$ cat src/rtl/mode_acc_pkg.sv
// Shared constants and types for the mode-flag / accumulator unit.
// Assumes selector pairs are laid out as clear, set for consecutive codes.
package mode_acc_pkg;
    localparam int DATA_W  = 16;
    localparam int HI_W    = 8;
    localparam int ACC_W   = HI_W + 2 * DATA_W;
    localparam int N_MODE  = 3;
    localparam int SEL_W   = 4;
    localparam logic [SEL_W-1:0] SEL_BASE = 4'hA;
    // Status bit position for each mode pair index: 0 -> mul, 1 -> bit15, 2 -> width
    localparam int MUL_POS = 13;
    localparam int B15_POS = 15;
    localparam int EXT_POS = 14;
    // Mode vector index of the sign-extension (16-bit mode) bit
    localparam int EXT_IDX = 2;
    localparam int MUL_IDX = 0;
    localparam logic [N_MODE-1:0] MODE_RST = 3'b001;

    typedef enum logic [1:0] {
        PART_LO   = 2'd0,
        PART_MID  = 2'd1,
        PART_HI   = 2'd2,
        PART_NONE = 2'd3
    } acc_part_e;
endpackage

$ cat src/rtl/flag_decode.sv
// Decodes the flag selector into per-mode-bit set and clear strobes.
// Assumes pair k uses code SEL_BASE+2k for clear and SEL_BASE+2k+1 for set.
module flag_decode
    import mode_acc_pkg::*;
#(
    parameter int NM = N_MODE,
    parameter int SW = SEL_W
) (
    input  logic          valid,
    input  logic [SW-1:0] sel,
    output logic [NM-1:0] set_v,
    output logic [NM-1:0] clr_v
);
    for (genvar k = 0; k < NM; k++) begin : g_pair
        localparam logic [SW-1:0] CLR_CODE = SW'(SEL_BASE + 2 * k);
        localparam logic [SW-1:0] SET_CODE = SW'(SEL_BASE + 2 * k + 1);
        // Raise the strobe for this pair's matching code
        always_comb begin
            clr_v[k] = valid && (sel == CLR_CODE);
            set_v[k] = valid && (sel == SET_CODE);
        end
    end
endmodule

$ cat src/rtl/mode_bits.sv
// Holds the mode bits; each is set or cleared by its own strobe.
// Assumes set and clear of the same bit never arrive together (set wins).
module mode_bits
    import mode_acc_pkg::*;
#(
    parameter int NM = N_MODE,
    parameter logic [NM-1:0] RST_VAL = MODE_RST
) (
    input  logic          clk,
    input  logic          rst_n,
    input  logic [NM-1:0] set_v,
    input  logic [NM-1:0] clr_v,
    output logic [NM-1:0] mode_q
);
    for (genvar k = 0; k < NM; k++) begin : g_bit
        // Update one mode bit from its strobes
        always_ff @(posedge clk) begin
            if (!rst_n)          mode_q[k] <= RST_VAL[k];
            else if (set_v[k])   mode_q[k] <= 1'b1;
            else if (clr_v[k])   mode_q[k] <= 1'b0;
        end

        a_r2_set_clear: assert property (@(posedge clk) disable iff (!rst_n)
            (set_v[k] || clr_v[k]) |=> (mode_q[k] == $past(set_v[k])));
    end
endmodule

$ cat src/rtl/acc_bank.sv
// 40-bit accumulator made of top, middle and bottom parts with immediate load.
// Assumes middle and bottom parts are as wide as the load value.
module acc_bank
    import mode_acc_pkg::*;
#(
    parameter int DW = DATA_W,
    parameter int HW = HI_W,
    localparam int AW = HW + 2 * DW
) (
    input  logic          clk,
    input  logic          rst_n,
    input  logic          ld_valid,
    input  acc_part_e     ld_part,
    input  logic [DW-1:0] ld_value,
    input  logic          ext_mode,
    output logic [AW-1:0] acc_q
);
    logic [HW-1:0] hi_q;
    logic [DW-1:0] mid_q;
    logic [DW-1:0] lo_q;

    // Write the selected part; a middle load in extend mode rewrites all parts
    always_ff @(posedge clk) begin
        if (!rst_n) begin
            hi_q  <= '0;
            mid_q <= '0;
            lo_q  <= '0;
        end else if (ld_valid) begin
            case (ld_part)
                PART_LO:  lo_q <= ld_value;
                PART_HI:  hi_q <= ld_value[HW-1:0];
                PART_MID: begin
                    mid_q <= ld_value;
                    if (ext_mode) begin
                        hi_q <= {HW{ld_value[DW-1]}};
                        lo_q <= '0;
                    end
                end
                default: ;
            endcase
        end
    end

    // Present the parts as one accumulator word
    assign acc_q = {hi_q, mid_q, lo_q};

    a_r7_mid_extend: assert property (@(posedge clk) disable iff (!rst_n)
        (ld_valid && ld_part == PART_MID && ext_mode)
        |=> (acc_q == {{HW{$past(ld_value[DW-1])}}, $past(ld_value), {DW{1'b0}}}));

    a_r8_mid_only: assert property (@(posedge clk) disable iff (!rst_n)
        (ld_valid && ld_part == PART_MID && !ext_mode)
        |=> (acc_q[AW-1:2*DW] == $past(acc_q[AW-1:2*DW])
             && acc_q[DW-1:0] == $past(acc_q[DW-1:0])
             && acc_q[2*DW-1:DW] == $past(ld_value)));

    a_r9_none_stable: assert property (@(posedge clk) disable iff (!rst_n)
        (!ld_valid || ld_part == PART_NONE) |=> $stable(acc_q));
endmodule

$ cat src/rtl/mode_acc_unit.sv
// Top: flag opcodes update three mode bits in a status word; load-immediate
// writes the accumulator, with middle loads sign-extending in 16-bit mode.
// Assumes the caller strobes insn_valid only for flag opcodes.
module mode_acc_unit
    import mode_acc_pkg::*;
(
    input  logic              clk,
    input  logic              rst_n,
    input  logic              insn_valid,
    input  logic [15:0]       insn_word,
    input  logic              ld_valid,
    input  logic [1:0]        ld_part,
    input  logic [DATA_W-1:0] ld_value,
    output logic [15:0]       status_out,
    output logic [ACC_W-1:0]  acc_out,
    output logic              mul_double
);
    logic [N_MODE-1:0] set_v;
    logic [N_MODE-1:0] clr_v;
    logic [N_MODE-1:0] mode_q;
    logic              unused_insn_bits;

    // Only the selector field takes part in decoding
    assign unused_insn_bits = ^{insn_word[15:12], insn_word[7:0]};

    flag_decode #(.NM(N_MODE), .SW(SEL_W)) u_dec (
        .valid (insn_valid),
        .sel   (insn_word[11:8]),
        .set_v (set_v),
        .clr_v (clr_v)
    );

    mode_bits #(.NM(N_MODE), .RST_VAL(MODE_RST)) u_mode (
        .clk    (clk),
        .rst_n  (rst_n),
        .set_v  (set_v),
        .clr_v  (clr_v),
        .mode_q (mode_q)
    );

    acc_bank #(.DW(DATA_W), .HW(HI_W)) u_acc (
        .clk      (clk),
        .rst_n    (rst_n),
        .ld_valid (ld_valid),
        .ld_part  (acc_part_e'(ld_part)),
        .ld_value (ld_value),
        .ext_mode (mode_q[EXT_IDX]),
        .acc_q    (acc_out)
    );

    // Place the mode bits at their status positions; other bits read zero
    always_comb begin
        status_out          = '0;
        status_out[MUL_POS] = mode_q[0];
        status_out[B15_POS] = mode_q[1];
        status_out[EXT_POS] = mode_q[2];
    end

    // Multiplier doubles its product while the mul mode bit is clear
    assign mul_double = ~mode_q[MUL_IDX];

    a_r6_bad_sel_hold: assert property (@(posedge clk) disable iff (!rst_n)
        (!insn_valid || insn_word[11:8] < SEL_BASE) |=> $stable(status_out));

    a_r5_set16: assert property (@(posedge clk) disable iff (!rst_n)
        (insn_valid && insn_word[11:8] == 4'hF) |=> status_out[14]);

    a_r4_clr15: assert property (@(posedge clk) disable iff (!rst_n)
        (insn_valid && insn_word[11:8] == 4'hC) |=> !status_out[15]);

    a_r1_reset_state: assert property (@(posedge clk)
        !rst_n |=> (status_out == 16'h2000 && acc_out == '0 && mul_double == 1'b0));
endmodule

$ cat config.mk
export PLATFORM = sky130hd
export DESIGN_NAME = mode_acc_unit
export DESIGN_NICKNAME = d
export VERILOG_FILES = /design/src/rtl/mode_acc_pkg.sv /design/src/rtl/flag_decode.sv /design/src/rtl/mode_bits.sv /design/src/rtl/acc_bank.sv /design/src/rtl/mode_acc_unit.sv
export SDC_FILE = /design/constraint.sdc
export NUM_CORES = 1
export LEC_CHECK = 0
export BUFFER_PORTS_ARGS = -buffer_cell sky130_fd_sc_hd__buf_2
export CORE_MARGIN = 1.5
export CORE_UTILIZATION = 45
export DETAILED_ROUTE_END_ITERATION = 6
export GPL_TIMING_DRIVEN = 0
export PLACE_DENSITY = 0.79
export SKIP_LAST_GASP = 1
export SLEW_MARGIN = 20
export SYNTH_ARGS = -nofsm -noshare
export SYNTH_HDL_FRONTEND = slang
export SYNTH_HIERARCHICAL = 1
export SYNTH_SLANG_ARGS = --single-unit
$ cat constraint.sdc
create_clock -name clk -period 1.5 [get_ports clk]
set_input_delay 0.075 -clock clk [delete_from_list [all_inputs] [get_ports clk]]
set_output_delay 0.075 -clock clk [all_outputs]
set_load 0.005 [all_outputs]
==> results by stage <==
STA:
- Summed over all failing endpoints, the final setup total negative slack is 0 ps.
- The timing-limited maximum frequency is 825.6 MHz.
- Setup violations remaining at the end of the flow were counted as 0.
- After layout, the minimum clock period comes to 1211 ps.
- The number of slew-limit violations in the final report is 0.
- The final hold violation count came to 0.
- The final setup skew is 3.903 ps.
- The setup slack of the critical path after layout is 288.7 ps.
- Setup repair after global routing left no endpoint under its margin.
- The portion of the clock cycle consumed by the worst path in the final layout is 80.75%.

Drt:
- After the first detailed-routing iteration, the DRC count stood at 90.
- The number of antenna-violating nets in the routed design is 0.
- The average routed wire per standard cell is 12.82 um.
- For this run, design rule violations remaining after detail routing come to 0.
- The total number of vias is 1671.
- For this run, the detailed router's first-pass iteration total came to 4.
- The routed wire length is 4373 um.
- Dividing the detail-routed via count by the number of cells gives 4.900.

Floorplan:
- Once the floorplan was initialized, standard cells occupied 47.17% of the core.
- The total area inside the core boundary comes to 0.004029 sq mm.
- The die outline width is 67.99 um.
- Row generation in the floorplan step produced 23 rows.
- The number of top-level design ports is 95.
- The vertical die dimension is 67.99 um.
- The floorplan step defined a die boundary enclosing 0.004623 sq mm.

Yosys:
- Summing the sequential cell areas from Yosys gives 45.29% of the chip area.
- The warning count from the yosys run is 6.
- The cell area after synthesis is 0.001901 sq mm.
- The count of flip-flops with a built-in enable after synthesis is 0.
- The average cell area after synthesis is 9.409 sq um.
- Synthesis produced a netlist whose cell count is 202.
- After synthesis, the share of flip-flops with an asynchronous set or reset is 0%.
- The most used flip-flop cell after synthesis is sky130_fd_sc_hd__dfxtp_1.
- The number of different library cells in the post-synthesis netlist is 29.
- The number of storage elements in the synthesis netlist is 43.

Power and ir drop:
- The power density normalized to cell area is 976.0 mW/mm^2.
- The peak supply drop is 0.0007157 V.
- Summing internal, switching and leakage power gives 2412 uW.
- The standby leakage power is 0.001141 uW.

Finish:
- The layout overhead on the synthesized area is 30.02%.
- The area used by multi-input combinational logic is 915.9 sq um.
- The library cells used most frequently in the layout, excluding fill and tap cells, are 74 x sky130_fd_sc_hd__buf_2, 43 x sky130_fd_sc_hd__dfxtp_1, 34 x sky130_fd_sc_hd__nand2_1, 18 x sky130_fd_sc_hd__a21boi_0, 16 x sky130_fd_sc_hd__o21ai_0.
- The finished layout holds 341 standard cells, fillers aside.
- The antenna diode count is 0.
- The sequential cell area in the final layout is 860.8 sq um.
- After routing the design area is 0.002471 sq mm.
- Of the cells placed in the final design, the portion with a size suffix greater than 1 is 39.52%.
- The fill cell instance count of the final layout is 387.
- The most common cell after layout, fill and taps aside is sky130_fd_sc_hd__buf_2.
- The net count of the finished layout is 328.

Status:
- The run finished with clean final reports.

Placed design:
- Buffers placed on the I/O ports in this run total 69.
- The minimum setup slack after placement is 167.4 ps.
- In this run the cell area measured after placement is 0.002354 sq mm.
- The post-placement cell count is 333.
- Detailed placement finished with a half-perimeter wire length of 3293 um.
- At the end of routability-driven placement, the weighted congestion stood at 0.7877.

Global route:
- The via count of the first global-routing pass is 1548.
- Global routing used 20.43% of the available tracks across all layers.
- The maximum number of pins on one net before global-route repair is 14.
- Global routing finished with a remaining overflow of 0.
- The number of antenna violations at the first check in global routing was 0.
- The first global-routing pass estimated 6969 um of wire.

Hold path:
- In this run the worst hold path is classified as input port to flop.

Clock network:
- The total setup buffers inserted after CTS is 0.
- Clock-pin slew was measured on the worst setup and hold paths at 80 ps.
- The number of buffers inserted for hold repair after clock tree synthesis is 0.
- The total of cells resized after clock tree synthesis is 0.
- The number of clock sinks seen by CTS is 43.
- In this run the deepest clock path goes through 2 buffers.
- The number of H-tree levels is 2.
- The clock reaches the later pin of the worst-skew pair after 300 ps.
- The tree is rooted in a sky130_fd_sc_hd__clkbuf_8.
- The number of clock buffers added by TritonCTS is 5.
- TritonCTS built the clock tree.

Setup path:
- The required time of the worst setup path is 1690 ps.
- For the worst setup path, the data arrival time is 1400 ps.
- The path type of the worst setup path is flop to flop.
- The nature of the critical path startpoint is a flop.
- The worst setup path is captured at a flop.
- The largest driver fanout on the critical path is 10.

Job:
- Across the run, the number of max-cap violations was 0.
cells in the mapped netlist, types with 2 or more instances:
library cell	count	area, sq um
sky130_fd_sc_hd__a21boi_1	14	105.1
sky130_fd_sc_hd__nand3b_1	2	15.01
sky130_fd_sc_hd__nor3_1	3	15.01
sky130_fd_sc_hd__nor2_1	2	7.510
sky130_fd_sc_hd__dfxtp_1	43	860.8
sky130_fd_sc_hd__inv_1	2	7.510
sky130_fd_sc_hd__or3b_1	4	35.03
sky130_fd_sc_hd__buf_2	5	25.02
sky130_fd_sc_hd__o21ai_0	16	80.08
sky130_fd_sc_hd__or3b_2	4	35.03
sky130_fd_sc_hd__buf_4	14	105.1
sky130_fd_sc_hd__or4b_1	8	80.08
sky130_fd_sc_hd__nand2b_1	4	25.02
sky130_fd_sc_hd__a21boi_0	18	135.1
sky130_fd_sc_hd__nand2_1	34	127.6
sky130_fd_sc_hd__o21a_1	2	15.01
sky130_fd_sc_hd__nor2b_4	2	27.53
sky130_fd_sc_hd__clkbuf_1	7	26.28
sky130_fd_sc_hd__o221a_2	8	90.09
metrics by stage:
step           hold slack (ps)  utilization, %
2_1_floorplan            161.3               -
6_report                 22.32           61.34
3_5_place_dp             339.9           58.42
3_3_place_gp             332.5           58.42
5_1_grt                  39.93           61.34
4_1_cts                  16.97           61.34
area by class of cell:
type | count | area share (%)
flip-flops and latches | 43 | 34.84
well taps | 50 | 2.532
inverters | 2 | 0.3038
multi-input cells | 142 | 37.06
clock buffers | 6 | 3.342
repair buffers | 69 | 13.97
plain buffers | 27 | 6.532
clock inverters | 2 | 1.418
metal layers:
metal | vias to the layer above | share of wire, % | global-route usage, %
met5 | - | 0 | 0
li1 | 855 | - | -
met3 | 5 | 9.1 | 8.717
met1 | 754 | 43 | 23.96
met4 | 0 | 1.3 | 6.000
met2 | 57 | 47 | 33.86
kinds of logic after synthesis:
group,after synthesis,synth area share (%)
AOI/OAI and AO/OA,60,23.31
buffers and inverters,29,8.887
DFF,43,45.29
other,1,0.1973
and+or+nand+nor,69,22.32
critical path: stages (launching register included):
cell and delay, ps:
sky130_fd_sc_hd__dfxtp_1 370, sky130_fd_sc_hd__and2b_1 260, sky130_fd_sc_hd__buf_2 190, sky130_fd_sc_hd__o21ai_0 200, sky130_fd_sc_hd__a21boi_1 90
final timing paths:
| path | from | endpoint | slack, ps | cells past startpoint |
|---|---|---|---|---|
| hold / removal | ld_value[13] | u_acc/mid_q[13] | 20 | 3 |
| setup / recovery | u_mode/mode_q[2] | u_acc/lo_q[6] | 290 | 4 |
| setup reg to reg | u_mode/mode_q[2] | u_acc/lo_q[6] | 290 | 4 |
| hold reg to reg | u_acc/mid_q[7] | u_acc/mid_q[7] | 460 | 2 |
flip-flops by register name (all words and copies together), names as in the netlist:
signal and cells:
u_acc/mid_q 16, u_acc/hi_q 8, u_mode/mode_q 3, u_acc/lo_q 16
report_power, final:
group	switching [uW]	internal, uW	total [uW]
clock network	390	539	929
logic	143	139	282
registers	19.4	1180	1200
total	553	1860	2410
Note: power is estimated with default switching activity, not from simulation.
